[src/rtl/bg_pkg.sv]
package bg_pkg;
  localparam int unsigned CFG_W      = 8;
  localparam int unsigned PRE_CODE_W = 2;
  localparam int unsigned DIV_CODE_W = 3;
  localparam int unsigned PRE_LSB    = 6;
  localparam int unsigned TX_LSB     = 3;
  localparam int unsigned RX_LSB     = 0;
  localparam int unsigned N_PATHS    = 2;
  localparam int unsigned MAX_PRE    = 13;
  localparam int unsigned PRE_CNT_W  = $clog2(MAX_PRE);

  // terminal count of the prescaler for each factor code
  function automatic logic [PRE_CNT_W-1:0] pre_limit(input logic [PRE_CODE_W-1:0] code);
    logic [PRE_CNT_W-1:0] lim;
    case (code)
      2'd0:    lim = PRE_CNT_W'(0);
      2'd1:    lim = PRE_CNT_W'(2);
      2'd2:    lim = PRE_CNT_W'(3);
      default: lim = PRE_CNT_W'(MAX_PRE - 1);
    endcase
    return lim;
  endfunction
endpackage

[src/rtl/bg_cfg_reg.sv]
module bg_cfg_reg #(
  parameter int unsigned W = 8
) (
  input  logic         clk,
  input  logic         rst_n,
  input  logic         wr_en,
  input  logic [W-1:0] wr_data,
  output logic [W-1:0] q
);
  always_ff @(posedge clk) begin
    if (!rst_n)     q <= '0;
    else if (wr_en) q <= wr_data;
  end
endmodule

[src/rtl/bg_prescaler.sv]
module bg_prescaler #(
  parameter int unsigned CNT_W = 4
) (
  input  logic             clk,
  input  logic             rst_n,
  input  logic             clr,
  input  logic [CNT_W-1:0] limit,
  output logic             en
);
  logic [CNT_W-1:0] cnt;

  assign en = (cnt == limit);

  always_ff @(posedge clk) begin
    if (!rst_n)   cnt <= '0;
    else if (clr) cnt <= '0;
    else if (en)  cnt <= '0;
    else          cnt <= cnt + 1'b1;
  end
endmodule

[src/rtl/bg_pow2_div.sv]
module bg_pow2_div #(
  parameter int unsigned CODE_W = 3,
  localparam int unsigned CNT_W = (1 << CODE_W) - 1
) (
  input  logic              clk,
  input  logic              rst_n,
  input  logic              clr,
  input  logic              step,
  input  logic [CODE_W-1:0] code,
  output logic              tick
);
  logic [CNT_W-1:0] cnt;
  logic [CNT_W-1:0] limit;

  // 2^code - 1 as a mask of low ones
  always_comb limit = ~({CNT_W{1'b1}} << code);

  assign tick = step && (cnt == limit);

  always_ff @(posedge clk) begin
    if (!rst_n)    cnt <= '0;
    else if (clr)  cnt <= '0;
    else if (step) cnt <= tick ? '0 : cnt + 1'b1;
  end
endmodule

[src/rtl/dual_rate_tick_gen.sv]
module dual_rate_tick_gen
  import bg_pkg::*;
(
  input  logic             clk,
  input  logic             rst_n,
  input  logic             wr_en,
  input  logic [CFG_W-1:0] wr_data,
  output logic [CFG_W-1:0] rd_data,
  output logic             tx_tick,
  output logic             rx_tick
);
  logic [CFG_W-1:0]   cfg_q;
  logic               pre_en;
  logic [N_PATHS-1:0] ticks;

  bg_cfg_reg #(.W(CFG_W)) u_cfg (
    .clk(clk), .rst_n(rst_n), .wr_en(wr_en), .wr_data(wr_data), .q(cfg_q)
  );

  bg_prescaler #(.CNT_W(PRE_CNT_W)) u_pre (
    .clk(clk), .rst_n(rst_n), .clr(wr_en),
    .limit(pre_limit(cfg_q[PRE_LSB +: PRE_CODE_W])),
    .en(pre_en)
  );

  // path 0 = transmit, path 1 = receive
  for (genvar g = 0; g < N_PATHS; g++) begin : g_path
    localparam int unsigned LSB = (g == 0) ? TX_LSB : RX_LSB;
    bg_pow2_div #(.CODE_W(DIV_CODE_W)) u_div (
      .clk(clk), .rst_n(rst_n), .clr(wr_en), .step(pre_en),
      .code(cfg_q[LSB +: DIV_CODE_W]),
      .tick(ticks[g])
    );
  end

  assign rd_data = cfg_q;
  assign tx_tick = ticks[0];
  assign rx_tick = ticks[1];
endmodule

[config.mk]
export PLATFORM = sky130hd
export DESIGN_NAME = dual_rate_tick_gen
export DESIGN_NICKNAME = d
export VERILOG_FILES = /design/src/rtl/bg_pkg.sv /design/src/rtl/bg_cfg_reg.sv /design/src/rtl/bg_prescaler.sv /design/src/rtl/bg_pow2_div.sv /design/src/rtl/dual_rate_tick_gen.sv
export SDC_FILE = /design/constraint.sdc
export NUM_CORES = 1
export LEC_CHECK = 0
export CORE_MARGIN = 5
export CORE_UTILIZATION = 40
export CTS_CLUSTER_DIAMETER = 40
export CTS_CLUSTER_SIZE = 14
export DETAILED_ROUTE_END_ITERATION = 8
export PLACE_DENSITY = 0.67
export SLEW_MARGIN = 30
export SYNTH_ARGS = -nofsm -noshare
export SYNTH_HDL_FRONTEND = slang
export SYNTH_SLANG_ARGS = --single-unit
[constraint.sdc]
create_clock -name clk -period 2.71 [get_ports clk]
set_input_delay 0.813 -clock clk [delete_from_list [all_inputs] [get_ports clk]]
set_output_delay 0.813 -clock clk [all_outputs]
set_load 0.02 [all_outputs]
### Word-level counts from Yosys, hierarchy flattened

Index checks and enable logic that the tools add are counted.

* add/subtract/negate cells: 3
* equality and inequality tests: 5
* shift operators: 2
* multiplexer cells: 3
* bitwise gates (word level): 3
* reductions and logical operators: 5

Operator list (count)
* 7-bit by 1-bit adder with 7-bit output (second input constant): 2
* 7-bit equality test: 2
* 7-bit 2-to-1 mux: 2
* 7-bit NOT: 2
* 7-bit by 3-bit left shift with 7-bit output (first input constant): 2
* 4-bit one-hot mux with 3 select lines: 1
* 4-bit by 1-bit adder with 4-bit output (second input constant): 1
* 4-bit equality test: 1
* 3-bit OR reduction: 1
* 2-bit by 1-bit equality test with 1-bit output (second input constant): 1
* 2-bit equality test (second input constant): 1
* 1-bit logical AND: 2
* 2-bit zero test: 1
* 2-bit OR reduction: 1
* 1-bit NOT: 1

* flip-flop bits (word level): 26
* output and inout bits: 10
* logic and storage cells: 25

### Depth between registers and ports, before layout

* word-level depth: 5
* gate-level depth with buffers: 8
* mapped depth without buffers: 7

### Modules after synthesis

Synthesis repeated with hierarchy kept, for this count alone.

* cell total of the unflattened synthesis: 161
* area, all modules: 1500.2 um2

By module, submodules not included
* bg_pow2_div: instances 2, cells each 57, area each 483.0 um2, sequential area each 140.1 um2
* bg_cfg_reg: instances 1, cells each 25, area each 301.5 um2, sequential area each 160.2 um2
* bg_prescaler: instances 1, cells each 18, area each 200.2 um2, sequential area each 80.1 um2
* dual_rate_tick_gen: instances 1, cells each 4, area each 32.5 um2, sequential area each 0.0 um2

### Worst setup path after synthesis

OpenSTA, ideal clock, no wires.

* path type: reg-to-output
* from: reg u_cfg.q[6]
* to: out tx_tick
* data arrival time: 1.881 ns
* slack: 0.016 ns
* cell stages (with the launch flop): 7
* path buffers: 0
* cell sequence: dfxtp_1 > inv_1 > ha_1 > xor2_1 > o211a_1 > nand2_1 > nor4_4

* longest elaborated chain between the ends: 4

RTL lines
* from (decl): RTL line bg_cfg_reg.sv:8 `output logic [W-1:0] q`
* from (signal assigned): RTL line bg_cfg_reg.sv:12 `else if (wr_en) q <= wr_data;`
* 2-bit equality test (tied with other cells): RTL line bg_pkg.sv:15 `case (code)`
* 4-bit one-hot mux with 3 select lines (*): RTL line bg_pkg.sv:15
* 4-bit equality test (*): RTL line bg_prescaler.sv:12 `assign en = (cnt == limit);`
* 1-bit logical AND (*): RTL line bg_pow2_div.sv:18 `assign tick = step && (cnt == limit);`
* to (decl): RTL line dual_rate_tick_gen.sv:9 `output logic tx_tick,`

Every way passes the cells marked *; elsewhere a longest branch is shown, timed or not.

### Worst setup path after layout

* from: reg u_cfg.q[2]
* to: out rx_tick

* longest elaborated chain between the ends: 4

RTL lines
* 7-bit by 3-bit left shift with 7-bit output: RTL line bg_pow2_div.sv:16 `always_comb limit = ~({CNT_W{1'b1}} << code);`
* 7-bit NOT: RTL line bg_pow2_div.sv:16
* 7-bit equality test: RTL line bg_pow2_div.sv:18
* 1-bit logical AND: RTL line bg_pow2_div.sv:18
* to (decl): RTL line dual_rate_tick_gen.sv:10 `output logic rx_tick`

Every way passes these cells.

==> results.cfg <==
[status]
status = finished clean

[grt]
grt_busiest_layer = met2
grt_pass1_vias = 1466
track_usage_pct = 14.06
grt_pass1_wl_um = 6085
grt_use_met3_pct = 3.186
overflow = 0
met1_usage_pct = 16.48
use_met2_pct = 25.10
grt_max_degree = 17
antenna_found_initial = 0

[sta]
finalHoldViolCount = 0
fmax_mhz = 378.3
tightest_slew_ps = 407.1
rsz0062_at_grt = true
fin_setup_tns_ps = 0
slew_headroom_pct = 72.61
skew_ps = 5.529
period_minus_slack_ps = 2643
fin_crit_sh_pct = 97.54
worst_slack_ps = 66.78
maxSlewViolCount = 0
setup_violations = 0

[min_path]
worst_hold_path.endpoint = u_pre.cnt[0]
hp-class = reg2reg
min_path_cells = 1
hold_start = u_pre.cnt[0]

[critical_path]
required_ps = 1900
startpoint = u_cfg.q[2]
r2r_setup_slack_ps = 750
startpoint_type = register
cp-end-kind = output port
cp_max_fo = 10
rr_endpoint = g_path[0].u_div.cnt[1]
arrival_ps = 1830
slowest_delay_ps = 390
crit_type = reg2out
crit_path_frequent_cell = buf_4
reg2reg_depth = 7
r2r_start = u_cfg.q[6]
crit_slowest_cell = dfxtp_4
crit_chain = buf_4 -> nor3_1 -> o21ai_1 -> a311o_1 -> nor4_4 -> buf_4

[pwr]
ir_drop_mv = 0.2872
leakage_nw = 0.8365
power.density_mw_per_mm2 = 408.4
p_int_mw = 0.6166
power_frac_seq_pct = 47.7
clockPowerShare_pct = 24.1
switching_share_pct = 28.64
p_comb_share_pct = 28.2
p_sw_mw = 0.2475
fin_total_pwr_mw = 0.8640

[synth]
muxShareOfSynthArea_pct = 5.930
synthAdderAreaFrac_pct = 4.062
dominantRegCellSynth = dfxtp_1
syn_avg_cell_area_um2 = 8.751
ys_seq_elements = 26
syn_area_mm2 = 0.001540
synth_cell_types = 47
async_reset_ff_share_pct = 0
yosysWarnings = 0
syn_inst = 176
synth.top_cell.area_share_pct = 33.79
synth_area_leaders = dfxtp_1 34%, mux2i_1 5.2%, nor2b_1 4.9%, nor3_1 4.5%, ha_1 4.1%
synth_nets = 192
yosys.area.top_type = dfxtp_1
synth.most_common_cell = dfxtp_1
yosys.area_share.simple_pct = 30.14
synth_common_cells = 26 x dfxtp_1, 14 x nand2_1, 14 x nor3_1
synth_edf_count = 0
synth_top_family_by_area = simple AND/OR/NAND/NOR gates
yosysSeqAreaShare_pct = 33.79
synth_compound_area_share_pct = 14.62
synth-xor-area-share_pct = 7.392

[job]
cap_violations = 0

[floorplanning]
ios = 21
chipHeight_um = 72.05
fp.dieW_um = 72.05
start_util_pct = 41.76
core_mm2 = 0.003689
num_rows = 22
die_area_mm2 = 0.005191

[clocking]
clk_latency_ps = 260
cts_buffers = 3
ctsLongestPathBuffers = 2
cts_tree = built
cts_sinks = 26
clk_pin_slew_worst_paths_ps = 90
cts.htree.levels = 1
postCtsHoldBufs = 0
cts-root-buf = clkbuf_8

[routing]
routed_wl_um = 3536
vias = 1443
detail_route.first_pass.iterations = 4
route.detailed.drc = 0
viasPerCell = 5.325
ant_nets = 0
wire_per_inst_um = 13.05
drtIter0Drc = 71

[final_layout]
stdcell_area_mm2 = 0.002116
area_delta_synth_final_pct = 37.37
n_antenna_cell = 0
nets = 241
utilization_pct = 57.36
drive_above_1_share_pct = 27.80
fillCellCount = 340

[placed_design]
io_buffer_count = 20
dp_hpwl_um = 2776
preCtsSetupSlack_ps = -234.1
gp_congestion = 0.8782
placed_cell_area_mm2 = 0.001986
==> placed cells by master, fill, tap and decap left out, types with 2 or more instances in the layout <==
cell type	count
nor4_1	2
mux2i_1	8
or3_1	3
dfxtp_4	3
dfxtp_1	18
nor2b_1	12
nand2_1	14
xor2_1	5
and3_1	2
o21ai_0	7
nand4_1	3
xnor2_1	7
a21boi_0	2
nor4_4	4
a2bb2oi_1	2
nor3_1	13
a21oi_1	3
clkdlybuf4s50_1	18
nand3_1	9
nor2_1	10
ha_1	5
dfxtp_2	5
inv_1	2
clkbuf_8	3
buf_4	35
==> worst max-delay path: cells and delay by family, from the launching register on <==
| kind | cells | cell delay, ps |
|---|---|---|
| AOI/OAI and AO/OA | 2 | 430 |
| buffers and inverters | 2 | 340 |
| DFF | 1 | 390 |
| and+or+nand+nor | 2 | 410 |
==> per-stage QoR <==
step	instances	hold slack, ps
2_1_floorplan	176	440.5
3_3_place_gp	266	464.1
3_5_place_dp	266	493.2
4_1_cts	269	514.0
5_1_grt	271	546.5
6_report	271	501.8
==> layer usage <==
metal  vias to the layer above  part of all wire (%)
met5                         -                     0
met3                         4                   2.3
li1                        739                     -
met4                         0                   1.2
met1                       683                    48
met2                        17                    48
==> kinds of logic (layout without fill, tap and decap cells) <==
| group | Yosys count | count (layout) |
|---|---|---|
| adders and majority gates | 5 | 5 |
| xor gates and xnor gates | 13 | 13 |
| buffers and inverters | 12 | 59 |
| DFF | 26 | 26 |
| and+or+nand+nor | 81 | 81 |
| muxes | 9 | 9 |
| AOI/OAI and AO/OA | 30 | 30 |
==> worst max path at each step <==
stage | to | depth (start not counted)
after floorplan | tx_tick | 6
after global placement | tx_tick | 7
after detailed placement | tx_tick | 7
after CTS | rx_tick | 4
after global routing | rx_tick | 6
final | rx_tick | 6
==> power groups by stage <==
stage                     clock network, mW  registers, mW  logic, mW
after floorplan                           0          0.426      0.127
after global placement                    0          0.419      0.228
after detailed placement                  0          0.421      0.235
after CTS                             0.214          0.412      0.234
after global routing                  0.230          0.415      0.264
final                                 0.208          0.412      0.244
==> state kept, by name, indices dropped and copies added, names as in the netlist <==
register	flops
u_cfg.q	8
g_path.u_div.cnt	14
u_pre.cnt	4
==> area by class of cell <==
| type | count | area (µm²) | area share [%] |
|---|---|---|---|
| Clock buffer | 3 | 41.29 | 1.952 |
| Inverter | 2 | 7.507 | 0.3548 |
| Multi-Input combinational cell | 138 | 1015 | 47.96 |
| Sequential cell | 26 | 538.0 | 25.43 |
| Tap cell | 48 | 60.06 | 2.839 |
| Timing Repair Buffer | 54 | 454.2 | 21.47 |
==> repair_timing <==
item | CTS | global route
pin swaps | 1 | 5
endpoints found under the setup margin | 2 | 2
cloned | 0 | 0
buffers inserted | 0 | 2
resized for setup | 12 | 21
No activity file was read; power rests on OpenSTA's default activity.
